**config.mk**
```make
export PLATFORM = sky130hd
export DESIGN_NAME = ihb_bridge
export DESIGN_NICKNAME = d
export VERILOG_FILES = /design/src/rtl/ihb_pkg.sv /design/src/rtl/ihb_mode_ctrl.sv /design/src/rtl/ihb_addr_ptr.sv /design/src/rtl/ihb_rd_path.sv /design/src/rtl/ihb_bridge.sv
export SDC_FILE = /design/constraint.sdc
export NUM_CORES = 1
export LEC_CHECK = 0
export CORE_MARGIN = 2
export CORE_UTILIZATION = 25
export DETAILED_ROUTE_END_ITERATION = 7
export DONT_BUFFER_PORTS = 1
export SYNTH_ARGS = -nofsm -noshare
export SYNTH_HDL_FRONTEND = slang
export SYNTH_SLANG_ARGS = --single-unit
```
**constraint.sdc**
```tcl
create_clock -name clk -period 1.8 [get_ports clk]
set_input_delay 0.18 -clock clk [delete_from_list [all_inputs] [get_ports clk]]
set_output_delay 0.18 -clock clk [all_outputs]
set_load 0.02 [all_outputs]
```
**src/rtl/ihb_pkg.sv**
```systemverilog
package ihb_pkg;

   // Mode byte bit positions (host visible)
   localparam int MB_SRST = 7;
   localparam int MB_PING = 4;
   localparam int MB_STEP = 1;
   localparam int MB_IND  = 0;

   // Writable mode bits other than the reset trigger
   localparam logic [7:0] MODE_WMASK = 8'h13;

   // Window offsets
   localparam logic [1:0] OFS_MODE = 2'd0;
   localparam logic [1:0] OFS_PHI  = 2'd1;
   localparam logic [1:0] OFS_PLO  = 2'd2;
   localparam logic [1:0] OFS_DATA = 2'd3;

   typedef struct packed {
      logic ping;
      logic step;
      logic ind;
   } mode_t;

endpackage

```
**src/rtl/ihb_mode_ctrl.sv**
```systemverilog
module ihb_mode_ctrl
   import ihb_pkg::*;
#(
   parameter int RST_CYCLES = 8
) (
   input  logic       clk,
   input  logic       rst_n,
   input  logic       wr_mode,
   input  logic [7:0] wdata,
   output mode_t      mode,
   output logic       busy,
   output logic [7:0] mode_view
);

   localparam int CW = $clog2(RST_CYCLES + 1);

   if (RST_CYCLES < 1) begin : g_bad_rst
      $error("RST_CYCLES must be at least 1");
   end

   logic [CW-1:0] cnt;

   always_ff @(posedge clk or negedge rst_n) begin
      if (!rst_n) begin
         busy <= 1'b0;
         cnt  <= '0;
         mode <= '0;
      end else if (busy) begin
         cnt <= cnt - CW'(1);
         if (cnt == CW'(1)) busy <= 1'b0;
      end else if (wr_mode) begin
         if (wdata[MB_SRST]) begin
            busy <= 1'b1;
            cnt  <= CW'(RST_CYCLES);
            mode <= '0;
         end else begin
            mode.ping <= wdata[MB_PING];
            mode.step <= wdata[MB_STEP];
            mode.ind  <= wdata[MB_IND];
         end
      end
   end

   always_comb begin
      mode_view          = 8'h00;
      mode_view[MB_SRST] = busy;
      mode_view[MB_PING] = mode.ping;
      mode_view[MB_STEP] = mode.step;
      mode_view[MB_IND]  = mode.ind;
   end

   AST_RST_CLEARS: assert property (@(posedge clk) disable iff (!rst_n)
      $rose(busy) |-> (mode == '0)) else $error("mode kept during reset");

   AST_RST_NO_WRITE: assert property (@(posedge clk) disable iff (!rst_n)
      (busy && wr_mode) |=> (mode == $past(mode))) else $error("write in reset");

endmodule

```
**src/rtl/ihb_addr_ptr.sv**
```systemverilog
module ihb_addr_ptr #(
   parameter int AW = 15
) (
   input  logic          clk,
   input  logic          rst_n,
   input  logic          clr,
   input  logic          ld_hi,
   input  logic          ld_lo,
   input  logic [7:0]    wdata,
   input  logic          step,
   output logic [AW-1:0] ptr,
   output logic [7:0]    hi_view,
   output logic [7:0]    lo_view
);

   localparam int HW = AW - 8;

   if (AW < 9 || AW > 16) begin : g_bad_aw
      $error("AW must lie in 9..16");
   end

   logic unused_wbits;

   always_ff @(posedge clk or negedge rst_n) begin
      if (!rst_n) begin
         ptr <= '0;
      end else if (clr) begin
         ptr <= '0;
      end else if (ld_hi) begin
         ptr[AW-1:8] <= wdata[HW-1:0];
      end else if (ld_lo) begin
         ptr[7:0] <= wdata;
      end else if (step) begin
         ptr <= ptr + AW'(1);
      end
   end

   if (HW < 8) begin : g_narrow_hi
      assign hi_view      = {{(8-HW){1'b0}}, ptr[AW-1:8]};
      assign unused_wbits = ^wdata[7:HW];
   end else begin : g_full_hi
      assign hi_view      = ptr[AW-1:8];
      assign unused_wbits = 1'b0;
   end
   assign lo_view = ptr[7:0];

   AST_PTR_WRAP: assert property (@(posedge clk) disable iff (!rst_n)
      (step && !clr && !ld_hi && !ld_lo && (&ptr)) |=> (ptr == '0))
      else $error("pointer wrap");

endmodule

```
**src/rtl/ihb_rd_path.sv**
```systemverilog
module ihb_rd_path
   import ihb_pkg::*;
(
   input  logic       clk,
   input  logic       rst_n,
   input  logic       rd_acc,
   input  logic [1:0] ofs,
   input  logic       fetch,
   input  logic [7:0] mode_view,
   input  logic [7:0] hi_view,
   input  logic [7:0] lo_view,
   input  logic [7:0] int_rdata,
   output logic       rvalid,
   output logic [7:0] rdata
);

   logic       sel_int;
   logic [7:0] reg_q;
   logic [7:0] reg_d;

   always_comb begin
      unique case (ofs)
         OFS_MODE: reg_d = mode_view;
         OFS_PHI:  reg_d = hi_view;
         OFS_PLO:  reg_d = lo_view;
         default:  reg_d = 8'h00;
      endcase
   end

   always_ff @(posedge clk or negedge rst_n) begin
      if (!rst_n) begin
         rvalid  <= 1'b0;
         sel_int <= 1'b0;
         reg_q   <= 8'h00;
      end else begin
         rvalid <= rd_acc;
         if (rd_acc) begin
            sel_int <= fetch;
            reg_q   <= reg_d;
         end
      end
   end

   assign rdata = !rvalid ? 8'h00 : (sel_int ? int_rdata : reg_q);

   AST_RD_ONE_CYCLE: assert property (@(posedge clk) disable iff (!rst_n)
      rd_acc |=> rvalid) else $error("read not answered");

endmodule

```
**src/rtl/ihb_bridge.sv**
```systemverilog
module ihb_bridge
   import ihb_pkg::*;
#(
   parameter int AW         = 15,
   parameter int RST_CYCLES = 8
) (
   input  logic          clk,
   input  logic          rst_n,
   input  logic [1:0]    host_ofs,
   input  logic          host_wr,
   input  logic          host_rd,
   input  logic [7:0]    host_wdata,
   output logic [7:0]    host_rdata,
   output logic          host_rvalid,
   output logic [AW-1:0] int_addr,
   output logic [7:0]    int_wdata,
   output logic          int_we,
   output logic          int_re,
   input  logic [7:0]    int_rdata,
   output logic          int_srst,
   output logic          ping_block
);

   mode_t      mode;
   logic       busy;
   logic [7:0] mode_view;
   logic [7:0] hi_view;
   logic [7:0] lo_view;
   logic       rd_acc;
   logic       wr_open;
   logic       data_ok;
   logic       step;

   assign rd_acc  = host_rd && !host_wr;
   assign wr_open = host_wr && !busy;
   assign data_ok = (host_ofs == OFS_DATA) && mode.ind && !busy;

   ihb_mode_ctrl #(.RST_CYCLES(RST_CYCLES)) u_ctrl (
      .clk       (clk),
      .rst_n     (rst_n),
      .wr_mode   (wr_open && (host_ofs == OFS_MODE)),
      .wdata     (host_wdata),
      .mode      (mode),
      .busy      (busy),
      .mode_view (mode_view)
   );

   assign int_we = host_wr && data_ok;
   assign int_re = rd_acc && data_ok;
   assign step   = (int_we || int_re) && mode.step;

   ihb_addr_ptr #(.AW(AW)) u_ptr (
      .clk     (clk),
      .rst_n   (rst_n),
      .clr     (busy),
      .ld_hi   (wr_open && (host_ofs == OFS_PHI)),
      .ld_lo   (wr_open && (host_ofs == OFS_PLO)),
      .wdata   (host_wdata),
      .step    (step),
      .ptr     (int_addr),
      .hi_view (hi_view),
      .lo_view (lo_view)
   );

   ihb_rd_path u_rd (
      .clk       (clk),
      .rst_n     (rst_n),
      .rd_acc    (rd_acc),
      .ofs       (host_ofs),
      .fetch     (int_re),
      .mode_view (mode_view),
      .hi_view   (hi_view),
      .lo_view   (lo_view),
      .int_rdata (int_rdata),
      .rvalid    (host_rvalid),
      .rdata     (host_rdata)
   );

   assign int_wdata  = host_wdata;
   assign int_srst   = busy;
   assign ping_block = mode.ping;

   AST_STEP_ONE: assert property (@(posedge clk) disable iff (!rst_n)
      ((int_we || int_re) && mode.step) |=> (int_addr == AW'($past(int_addr) + AW'(1))))
      else $error("step size");

   AST_NO_STEP: assert property (@(posedge clk) disable iff (!rst_n)
      ((int_we || int_re) && !mode.step) |=> $stable(int_addr))
      else $error("pointer moved");

   AST_SRST_QUIET: assert property (@(posedge clk) disable iff (!rst_n)
      int_srst |-> !(int_we || int_re)) else $error("strobe in reset");

   AST_DIRECT_QUIET: assert property (@(posedge clk) disable iff (!rst_n)
      !mode.ind |-> !(int_we || int_re)) else $error("strobe in direct");

   AST_WR_WINS: assert property (@(posedge clk) disable iff (!rst_n)
      (host_wr && host_rd) |=> !host_rvalid) else $error("read with write");

   AST_STROBE_EXCL: assert property (@(posedge clk) disable iff (!rst_n)
      !(int_we && int_re)) else $error("two strobes");

endmodule

```
==> results of run 1 <==
-- routing by layer --
metal  GRT usage, %  vias to the layer above  wire length (µm)
met4          3.019                        0                46
li1               -                      876                 -
met1          17.89                      848              2563
met2          20.89                       57              2681
met3          4.901                        6               444
met5              0                        -                 0
-- critical path: stages, from the launching register on --
cell and delay, ns:
dfrtp_2 0.40, nand4b_4 0.16, or4_4 0.49, or3_1 0.33, a311oi_2 0.23
-- worst min path at each step --
| stage | to | slack (ns) | cells past startpoint |
|---|---|---|---|
| floorplan | u_ctrl.busy | -0.12 | 0 |
| global placement | u_ctrl.cnt[3] | -0.11 | 0 |
| CTS | u_ptr.ptr[5] | 0.01 | 2 |
| finish | u_ptr.ptr[5] | 0.02 | 2 |
| detailed placement | u_ctrl.cnt[3] | -0.11 | 0 |
| global route | u_ptr.ptr[5] | 0.01 | 2 |
-- kinds of logic (layout without fill, tap and decap cells) --
group	count (synthesis)	in the layout	share of synthesized area [%]
AOI/OAI and AO/OA	43	43	13.55
muxes	18	18	8.735
buffers and inverters	30	52	7.108
xor gates and xnor gates	1	1	0.4218
and+or+nand+nor	105	105	28.61
adders and majority gates	3	3	1.807
DFF	33	33	39.76
-- stage by stage --
| stage | utilization (%) | cells | worst slack, ns |
|---|---|---|---|
| after floorplan | - | 233 | -0.05298 |
| after global placement | 28.61 | 347 | 0.1170 |
| after detailed placement | 28.61 | 347 | 0.08083 |
| after CTS | 30.33 | 359 | 0.05854 |
| after global routing | 30.56 | 360 | 0.02154 |
| final | 30.56 | 360 | 0.09363 |
-- area by class of cell --
cell class / count / share of cell area [%]
Multi-Input combinational cell: 170 / 45.04
Sequential cell: 33 / 33.47
Timing Repair Buffer: 34 / 11.07
Tap cell: 105 / 5.284
Clock buffer: 8 / 3.624
Inverter: 10 / 1.510
-- synthesized netlist by cell type (2+ instances only) --
library cell / instances / area [µm²]
a21oi_1: 7 / 35.03
a22oi_1: 5 / 37.54
a32oi_1: 2 / 17.52
and3b_1: 2 / 17.52
buf_2: 3 / 15.01
buf_4: 8 / 60.06
clkbuf_1: 7 / 26.28
dfrtp_1: 33 / 825.8
ha_1: 3 / 37.54
inv_1: 10 / 37.54
mux2i_1: 17 / 170.2
nand2_1: 33 / 123.9
nand2b_1: 2 / 12.51
nand3_1: 12 / 60.06
nand3b_1: 4 / 30.03
nand4_1: 4 / 25.02
nor2_1: 11 / 41.29
nor2b_1: 11 / 68.82
nor3_1: 2 / 10.01
nor3b_1: 2 / 15.01
nor4_1: 7 / 43.79
o211ai_1: 6 / 45.04
o21ai_0: 13 / 65.06
o311ai_0: 3 / 26.28
o31ai_1: 2 / 15.01
or3_1: 2 / 12.51
or4_1: 3 / 22.52
-- state kept, by name, indices dropped and copies added (netlist names) --
signal and cells:
u_ctrl.busy 1, u_ctrl.cnt 4, u_ctrl.mode 3, u_ptr.ptr 15, u_rd.reg_q 8, u_rd.rvalid 1
u_rd.sel_int 1
-- power breakdown --
group	internal, mW	switching, mW	leakage, nW
registers	0.963	0.214	0.422
clock network	0.312	0.263	0.0455
logic	0.522	0.718	0.546
-- repair_timing --
item / CTS / global route
setup buffers: 0 / 1
endpoints found under the hold margin: 35 / 0
setup endpoints to repair: 0 / 4
hold buffers: 4 / 0
resized for setup: 0 / 3
==> reports/results.txt, run 1 <==
Run status -> finished, final reports clean
Port Buffer Count -> 0
Clock root buffer -> clkbuf_8
Clock latency at the later pin of the worst-skew pair -> 0.28 ns
Final instance area -> 2486 µm²
DRT Pass-1 Iters -> 4
Seq. cell area -> 832.0 µm²
Global-route wire length before repair -> 9397 µm
CP Launch Type -> flip-flop
Max Fanout on Critical Path -> 2
Worst setup EP type -> flip-flop
Routed via count -> 1787
R2R setup slack -> 0.09 ns
CTS tree -> yes
Commonest cells after routing, fill and taps aside -> nand2_1 (33), buf_4 (30), dfrtp_1 (28)
Clk slew on worst S/H paths -> 0.07 ns
Core area -> 8134 µm²
Reg-to-reg critical path endpoint -> u_ptr.ptr[13]
CTS Sinks -> 33
FP Rows -> 33
Clock Path Buffers -> 2
Multi-input logic area -> 1120 µm²
Worst endpoint required time -> 1.99 ns
Die Wd -> 95.15 µm
Static leakage -> 1.013 nW
Iter 0 DRT Violations -> 112
Gr ovfl total -> 0
FMAX -> 586.0 MHz
Placed cell area -> 2327 µm²
Most common cell after layout, fill and taps aside -> nand2_1
I/O pin cnt -> 58
# Max-Cap Violations -> 0
Worst Max-Slew Pin Slew -> 0.4340 ns
CP arrival -> 1.89 ns
Setup Crit Path Kind -> flip-flop to flip-flop
Total power -> 2.993 mW
WHS -> 0.02060 ns
VDD IR max -> 0.0008622 V
Area Overhead vs Synth -> 19.70%
Post-synth EDFFs -> 0
Fin Setup TNS -> 0 ns
Hold Path Origin -> host_wdata[5]
Yosys cell types -> 46
Post-DP HPWL -> 4440 µm
Asr flop ratio synth -> 100.0%
Clock buffer count from CTS -> 5
Nets -> 279
Number of diodes -> 0
GRT Total Usage -> 13.45%
RSZ-0062 raised after global routing -> no
Layout cells sized above 1 -> 19.22%
Syn nets -> 258
#FFs+latches synth -> 33
Fillers -> 867
Initial antenna violation count -> 0
Synthesized area -> 2077 µm²
Start of the worst register-to-register path -> u_ctrl.busy
WL final -> 5735 µm
Antenna Nets Post-Route -> 0
Synth Instances -> 233
Number of global-route vias before repair -> 1755
Pwr dens -> 1204 nW/µm²
Die ar. -> 9054 µm²
Ys Warns -> 0
Min-Delay Path Class -> input pin to flip-flop
Worst Reg2Reg Path Length in Cells -> 4
# DRC -> 0
Setup violations, final -> 0
Critical path origin -> u_ctrl.busy
Max_slew headroom -> 71.07%
Post-synthesis sequential area ratio -> 39.76%
Final hold vios -> 0
Worst clock skew -> 0.005531 ns
Die height -> 95.15 µm
Post-layout minimum cycle time -> 1.706 ns
Htree depth -> 2
Drt wl/cell -> 15.93 µm
Slew Viols, Final -> 0
Syn avg cell area -> 8.914 µm²
CP endpoint -> u_ptr.ptr[13]
Tcrit/Tclk final -> 94.80%
Main flop type after synthesis -> dfrtp_1
GP Congestion -> 0.7979
Initial Util -> 25.53%
Detail-routed via count per cell -> 4.964
Largest net degree at the start of global routing -> 34
Note: power is estimated with default switching activity, not from simulation.
==> run 2: changes to the inputs <==
ABC_AREA = 1   (was default)
CORE_MARGIN = default   (was 2)
==> run 2 against run 1 <==
  * Maximum frequency grew 3.1%
  * Final cell count grew 19%
  * Synthesized area grew 7.0%
==> reports/results.txt, run 2 <==
Setup Crit Path Kind -> flip-flop to output pin
Layout cells sized above 1 -> 13.79% (-5.4 points)
Commonest cells after routing, fill and taps aside -> nand2_1 (75), o21ai_0 (37), inv_1 (34)
Initial Util -> 25.62% (+0.085 points)
Antenna Nets Post-Route -> 0 (unchanged)
Synthesized area -> 2223 µm² (+7.0%)
Switch share -> 43.81% (+3.9 points)
Seq pwr share -> 36.8% (-2.6 points)
GP Congestion -> 0.8518 (+6.8%)
Cts repair resizes -> 0 (unchanged)
Gr ovfl total -> 0 (unchanged)
Static leakage -> 1.130 nW (+12%)
Fillers -> 962 (+11%)
FMAX -> 604.1 MHz (+3.1%)
Port Buffer Count -> 0 (unchanged)
Syn nets -> 332 (+29%)
Largest net degree at the start of global routing -> 34 (unchanged)
# Max-Cap Violations -> 0 (unchanged)
Number of global-route vias before repair -> 1943 (+11%)
Reg-to-reg critical path endpoint -> u_ptr.ptr[8]
Min-Delay Path Class -> input pin to flip-flop
GRT Total Usage -> 14.06% (+0.61 points)
Global-route wire length before repair -> 9763 µm (+3.9%)
Pwr dens -> 1406 nW/µm² (+17%)
Drt wl/cell -> 14.07 µm (-12%)
FP Rows -> 34 (+3.0%)
Detail-routed via count per cell -> 4.714 (-5.0%)
Most common cell in the netlist -> nand2_1
Max Fanout on Critical Path -> 13 (+11)
Post-DP HPWL -> 4549 µm (+2.5%)
Post-synth top cells -> nand2_1 (75), o21ai_0 (37), inv_1 (34), dfrtp_1 (33), nor2_1 (30)
# DRC -> 0 (unchanged)
Post-synth top area cell -> dfrtp_1
WL final -> 6010 µm (+4.8%)
Worst setup EP type -> output pin
Worst endpoint required time -> 1.62 ns (-0.37 ns)
Clock Path Buffers -> 2 (unchanged)
Synth area leaders -> dfrtp_1 (37%), nand2_1 (13%), o21ai_0 (8.3%), inv_1 (5.7%), nand3_1 (5.2%)
I/O pin cnt -> 58 (unchanged)
Gate power share -> 42.6% (+1.2 points)
Clock Power Share -> 20.6% (+1.4 points)
CTS tree -> yes
R2R setup slack -> 0.31 ns (+0.22 ns)
Die height -> 96.31 µm (+1.2%)
Final hold vios -> 0 (unchanged)
Synth Instances -> 307 (+32%)
Run status -> finished, final reports clean
Clk slew on worst S/H paths -> 0.07 ns (about the same)
Syn avg cell area -> 7.242 µm² (-19%)
Fin Setup TNS -> 0 ns (unchanged)
P_sw -> 1.544 mW (+29%)
Iter 0 DRT Violations -> 199 (+78%)
Critical path origin -> u_rd.sel_int
Asr flop ratio synth -> 100.0% (unchanged)
CTS Sinks -> 33 (unchanged)
Biggest regs -> u_ptr.ptr (15), u_rd.reg_q (8), u_ctrl.cnt (4)
Clock buffer count from CTS -> 5 (unchanged)
Main flop type after synthesis -> dfrtp_1
Nets -> 343 (+23%)
Yosys cell types -> 36 (-22%)
RSZ-0062 raised after global routing -> yes
CP arrival -> 1.48 ns (-0.41 ns)
Multi-input logic area -> 1134 µm² (+1.2%)
Post-layout minimum cycle time -> 1.655 ns (-0.05105 ns)
Hold path cells -> 2 (unchanged)
Total power -> 3.525 mW (+18%)
Clock latency at the later pin of the worst-skew pair -> 0.28 ns (about the same)
CP Launch Type -> flip-flop
Worst Reg2Reg Path Length in Cells -> 7 (+3)
Area Overhead vs Synth -> 12.77%
Most common cell after layout, fill and taps aside -> nand2_1
Worst clock skew -> 0.004238 ns (-0.001293 ns)
Die ar. -> 9275 µm² (+2.4%)
Initial antenna violation count -> 0 (unchanged)
Post-synthesis sequential area ratio -> 37.14% (-2.6 points)
Largest Register -> u_ptr.ptr
Setup violations, final -> 0 (unchanged)
Tcrit/Tclk final -> 91.96% (-2.8 points)
Start of the worst register-to-register path -> u_ptr.ptr[4]
Post-synth EDFFs -> 0 (unchanged)
Htree depth -> 2 (unchanged)
Worst Max-Slew Pin Slew -> 0.4691 ns (+0.03518 ns)
Max_slew headroom -> 68.82% (-2.2 points)
Max FFs per register -> 15 (unchanged)
Seq. cell area -> 825.8 µm² (-0.75%)
Routed via count -> 2013 (+13%)
Placed cells -> 417 (+20%)
Ys Warns -> 0 (unchanged)
Die Wd -> 96.31 µm (+1.2%)
Slew Viols, Final -> 0 (unchanged)
CP endpoint -> host_rdata[0]
Synth top area share -> 37.14% (-2.6 points)
Non-filler cells, final -> 427 (+19%)
Clock root buffer -> clkbuf_8
Number of diodes -> 0 (unchanged)
#FFs+latches synth -> 33 (unchanged)
Core area -> 8678 µm² (+6.7%)
VDD IR max -> 0.0003902 V (-55%)
Power Internal -> 1.981 mW (+10%)
DRT Pass-1 Iters -> 4 (unchanged)
==> run 2: changes by cell type after synthesis, moves of 7 or more <==
cell	previous run	this run
nor4_1	7	0
nand3_1	12	23
nor2_1	11	30
o21ai_0	13	37
mux2i_1	17	0
inv_1	10	34
nor2b_1	11	0
nand2_1	33	75
==> run 2: logic make-up (layout without fill, tap and decap cells) <==
family	after synthesis	in the layout	share of synthesized area (%)
AO/OA/AOI/OAI	66	66	16.88
XOR/XNOR	1	1	0.3940
adder cells (fa/ha/maj)	3	3	1.688
buffers and inverters	52	64	11.87
flip-flops	33	33	37.14
multiplexers	1	1	0.5064
AND/OR/NAND/NOR	151	151	31.51
==> run 2: power groups by stage <==
stage / registers, mW / clock network, mW / logic [mW]
after floorplan: 1.41 / 0 / 0.949
after global placement: 1.30 / 0 / 1.47
after detailed placement: 1.31 / 0 / 1.49
after CTS: 1.30 / 0.756 / 1.52
after global routing: 1.34 / 0.793 / 1.72
final: 1.30 / 0.728 / 1.50
==> run 2: layout make-up <==
| class | count | area share [%] |
|---|---|---|
| clock inverters | 1 | 1.198 |
| flip-flops and latches | 33 | 32.93 |
| multi-input cells | 222 | 45.21 |
| well taps | 108 | 5.389 |
| clock buffers | 7 | 3.443 |
| inverters | 39 | 6.138 |
| repair buffers | 17 | 5.689 |
==> run 2: how the worst min path moves through the flow <==
stage,start,end
floorplan,rst_n,u_ctrl.busy
global placement,rst_n,u_ptr.ptr[13]
detailed placement,rst_n,u_ptr.ptr[13]
CTS,host_wdata[0],u_ctrl.mode[0]
global route,host_wdata[4],u_ctrl.mode[2]
finish,host_wdata[4],u_ctrl.mode[2]
==> run 2: layer usage <==
metal  wire length [µm]  global-route usage, %
met1               2815                  18.16
met2               2700                  21.93
met3                460                  5.371
met4                 34                  3.676
met5                  0                      0
==> run 2: critical path, cell delays in order, from the launching register on <==
cell and delay, ns:
dfrtp_1 0.40, inv_1 0.26, o21ai_0 0.13, a21oi_1 0.40
==> run 2: through the flow <==
stage | util [%] | hold WS (ns) | instance area [µm²] | setup slack, ns
6_report | 28.89 | 0.04844 | 2507 | 0.1447
2_1_floorplan | - | -0.1156 | 2223 | 0.2974
4_1_cts | 28.89 | 0.03964 | 2507 | 0.1034
3_3_place_gp | 27.21 | -0.1139 | 2361 | 0.3476
5_1_grt | 28.89 | 0.05589 | 2507 | -0.07535
3_5_place_dp | 27.21 | -0.1147 | 2361 | 0.3290
==> run 2: repair_timing <==
action,in CTS,in global routing
hold buffers,2,0
setup buffers,0,0
endpoints found under the setup margin,0,3
endpoints found under the hold margin,33,0
==> run 3: changes to the inputs <==
ABC_AREA = default   (was 1)
==> run 3 against run 2 <==
  * Sequential share of layout area rose by 0.085 points
  * Worst hold slack got worse by 0.041 ns
  * Largest power group unchanged
  * Register-to-register slack got worse by 0.24 ns
  * Sequential cell count did not move
==> reports/results.txt, run 3 (synthesized netlist as in run 1, its figures left out) <==
Run status -> finished, final reports clean
Routed via count -> 1840 (-8.6%)
# DRC -> 0 (unchanged)
Detail-routed via count per cell -> 5.154 (+9.3%)
Iter 0 DRT Violations -> 140 (-30%)
Die ar. -> 8677 µm² (-6.4%)
Clock buffer count from CTS -> 5 (unchanged)
CTS Sinks -> 33 (unchanged)
RSZ-0062 raised after global routing -> no
Die height -> 93.15 µm (-3.3%)
Worst Max-Slew Pin Slew -> 0.4974 ns (+0.02829 ns)
Clock latency at the later pin of the worst-skew pair -> 0.29 ns (about the same)
Min-Delay Path Class -> input pin to flip-flop
CTS tree -> yes
Number of diodes -> 0 (unchanged)
Seq. cell area -> 832.0 µm² (+0.76%)
Tcrit/Tclk final -> 96.37% (+4.4 points)
Worst Reg2Reg Path Length in Cells -> 5 (-2)
Setup Crit Path Kind -> flip-flop to flip-flop
Largest Register -> u_ptr.ptr
Post-DP HPWL -> 4398 µm (-3.3%)
Port Buffer Count -> 0 (unchanged)
DRT Pass-1 Iters -> 5 (+1)
Worst Setup Slack, final -> 0.06541 ns (-0.07927 ns)
Hold path cells -> 2 (unchanged)
Antenna Nets Post-Route -> 0 (unchanged)
Nets -> 279 (-19%)
Final hold vios -> 0 (unchanged)
CP Launch Type -> flip-flop
Setup violations, final -> 0 (unchanged)
Initial Util -> 26.33% (+0.71 points)
Max FFs per register -> 15 (unchanged)
Global-route wire length before repair -> 9142 µm (-6.4%)
Initial antenna violation count -> 0 (unchanged)
# Max-Cap Violations -> 0 (unchanged)
Worst slack at placement -> 0.04485 ns (-0.2842 ns)
GRT Total Usage -> 13.97% (-0.081 points)
Largest net degree at the start of global routing -> 34 (unchanged)
Worst setup EP type -> flip-flop
Static leakage -> 1.022 nW (-9.5%)
Pwr dens -> 1187 nW/µm² (-16%)
FMAX -> 576.5 MHz (-4.6%)
Clock root buffer -> clkbuf_8
Layout cells sized above 1 -> 20.39% (+6.6 points)
Max_slew headroom -> 66.72% (-2.1 points)
Area Overhead vs Synth -> 21.33%
Worst endpoint required time -> 2.02 ns (+0.40 ns)
Clock Path Buffers -> 2 (unchanged)
Most common cell after layout, fill and taps aside -> nand2_1
Commonest cells after routing, fill and taps aside -> nand2_1 (33), buf_4 (28), dfrtp_1 (28)
Max Fanout on Critical Path -> 6 (-7)
VDD IR max -> 0.0003449 V (-12%)
FP Rows -> 32 (-5.9%)
I/O pin cnt -> 58 (unchanged)
Htree depth -> 2 (unchanged)
Fillers -> 820 (-15%)
Clk slew on worst S/H paths -> 0.07 ns (about the same)
Slew Viols, Final -> 0 (unchanged)
GP Congestion -> 0.8721 (+2.4%)
CP arrival -> 1.96 ns (+0.48 ns)
Drt wl/cell -> 16.49 µm (+17%)
Multi-input logic area -> 1146 µm² (+1.1%)
Die Wd -> 93.15 µm (-3.3%)
Worst clock skew -> 0.005727 ns (+0.001489 ns)
Gr ovfl total -> 0 (unchanged)
WL final -> 5886 µm (-2.1%)
Fin Setup TNS -> 0 ns (unchanged)
Post-layout minimum cycle time -> 1.735 ns (+0.07927 ns)
Core area -> 7888 µm² (-9.1%)
Number of global-route vias before repair -> 1695 (-13%)
Biggest regs -> u_ptr.ptr (15), u_rd.reg_q (8), u_ctrl.cnt (4)
==> run 3: changes by cell type in the layout (fill, tap and decap cells not counted), sizes merged, moves of 7 or more <==
cell   delta
nand3    -13
nor4      +7
mux2i    +17
buf      +14
nor2     -23
nand2    -45
o21ai    -32
inv      -28
nor2b    +11
==> run 3: path summary, 6_finish.rpt <==
kind                               start             to  slack (ns)
setup / recovery             u_ctrl.busy   u_ptr.ptr[5]        0.07
hold / removal             host_wdata[3]   u_ptr.ptr[3]       0.008
setup reg to reg             u_ctrl.busy   u_ptr.ptr[5]        0.07
hold reg to reg            u_rd.reg_q[5]  u_rd.reg_q[5]        0.48
max in group asynchronous          rst_n   u_ptr.ptr[0]        1.27
min in group asynchronous          rst_n  u_rd.reg_q[4]        0.34
==> run 3: cell type report <==
class / count / share of cell area [%]
multi-input cells: 170 / 45.48
inverters: 10 / 1.490
clock buffers: 5 / 2.731
repair buffers: 34 / 11.52
well taps: 102 / 5.065
clock inverters: 3 / 0.6951
flip-flops and latches: 33 / 33.02
==> run 3: metal layers <==
metal  wire length (µm)  GRT usage (%)
met1               2443          17.14
met2               2803          22.06
met3                528          4.959
met4                111          6.026
met5                  0              0
==> run 3: metrics by stage <==
stage	cell area, µm²	power, mW	utilization, %	hold slack [ns]	cells
finish	2520	2.991	31.95	0.007826	357
CTS	2467	2.987	31.28	0.001639	355
detailed placement	2321	2.391	29.43	-0.1146	342
global placement	2321	2.354	29.43	-0.1146	342
global route	2520	3.219	31.95	0.003260	357
floorplan	2091	2.002	-	-0.1156	233
==> run 3: power breakdown <==
part	internal (mW)	leakage, nW	switching, mW
sequential	0.963	0.422	0.216
combinational	0.534	0.556	0.718
clock	0.267	0.0439	0.293
==> run 3: timing repair <==
action,4_1_cts,5_1_grt
hold buffers,5,0
endpoints found under the setup margin,0,3
hold endpoints to repair,36,0
buffers inserted,0,2
resized for setup,0,7
==> run 3: worst max-delay path: stages, from the launching register on <==
cell	delay [ns]
dfrtp_2	0.43
nand4b_4	0.17
buf_4	0.17
or4_1	0.51
or3_1	0.31
nand3_1	0.08
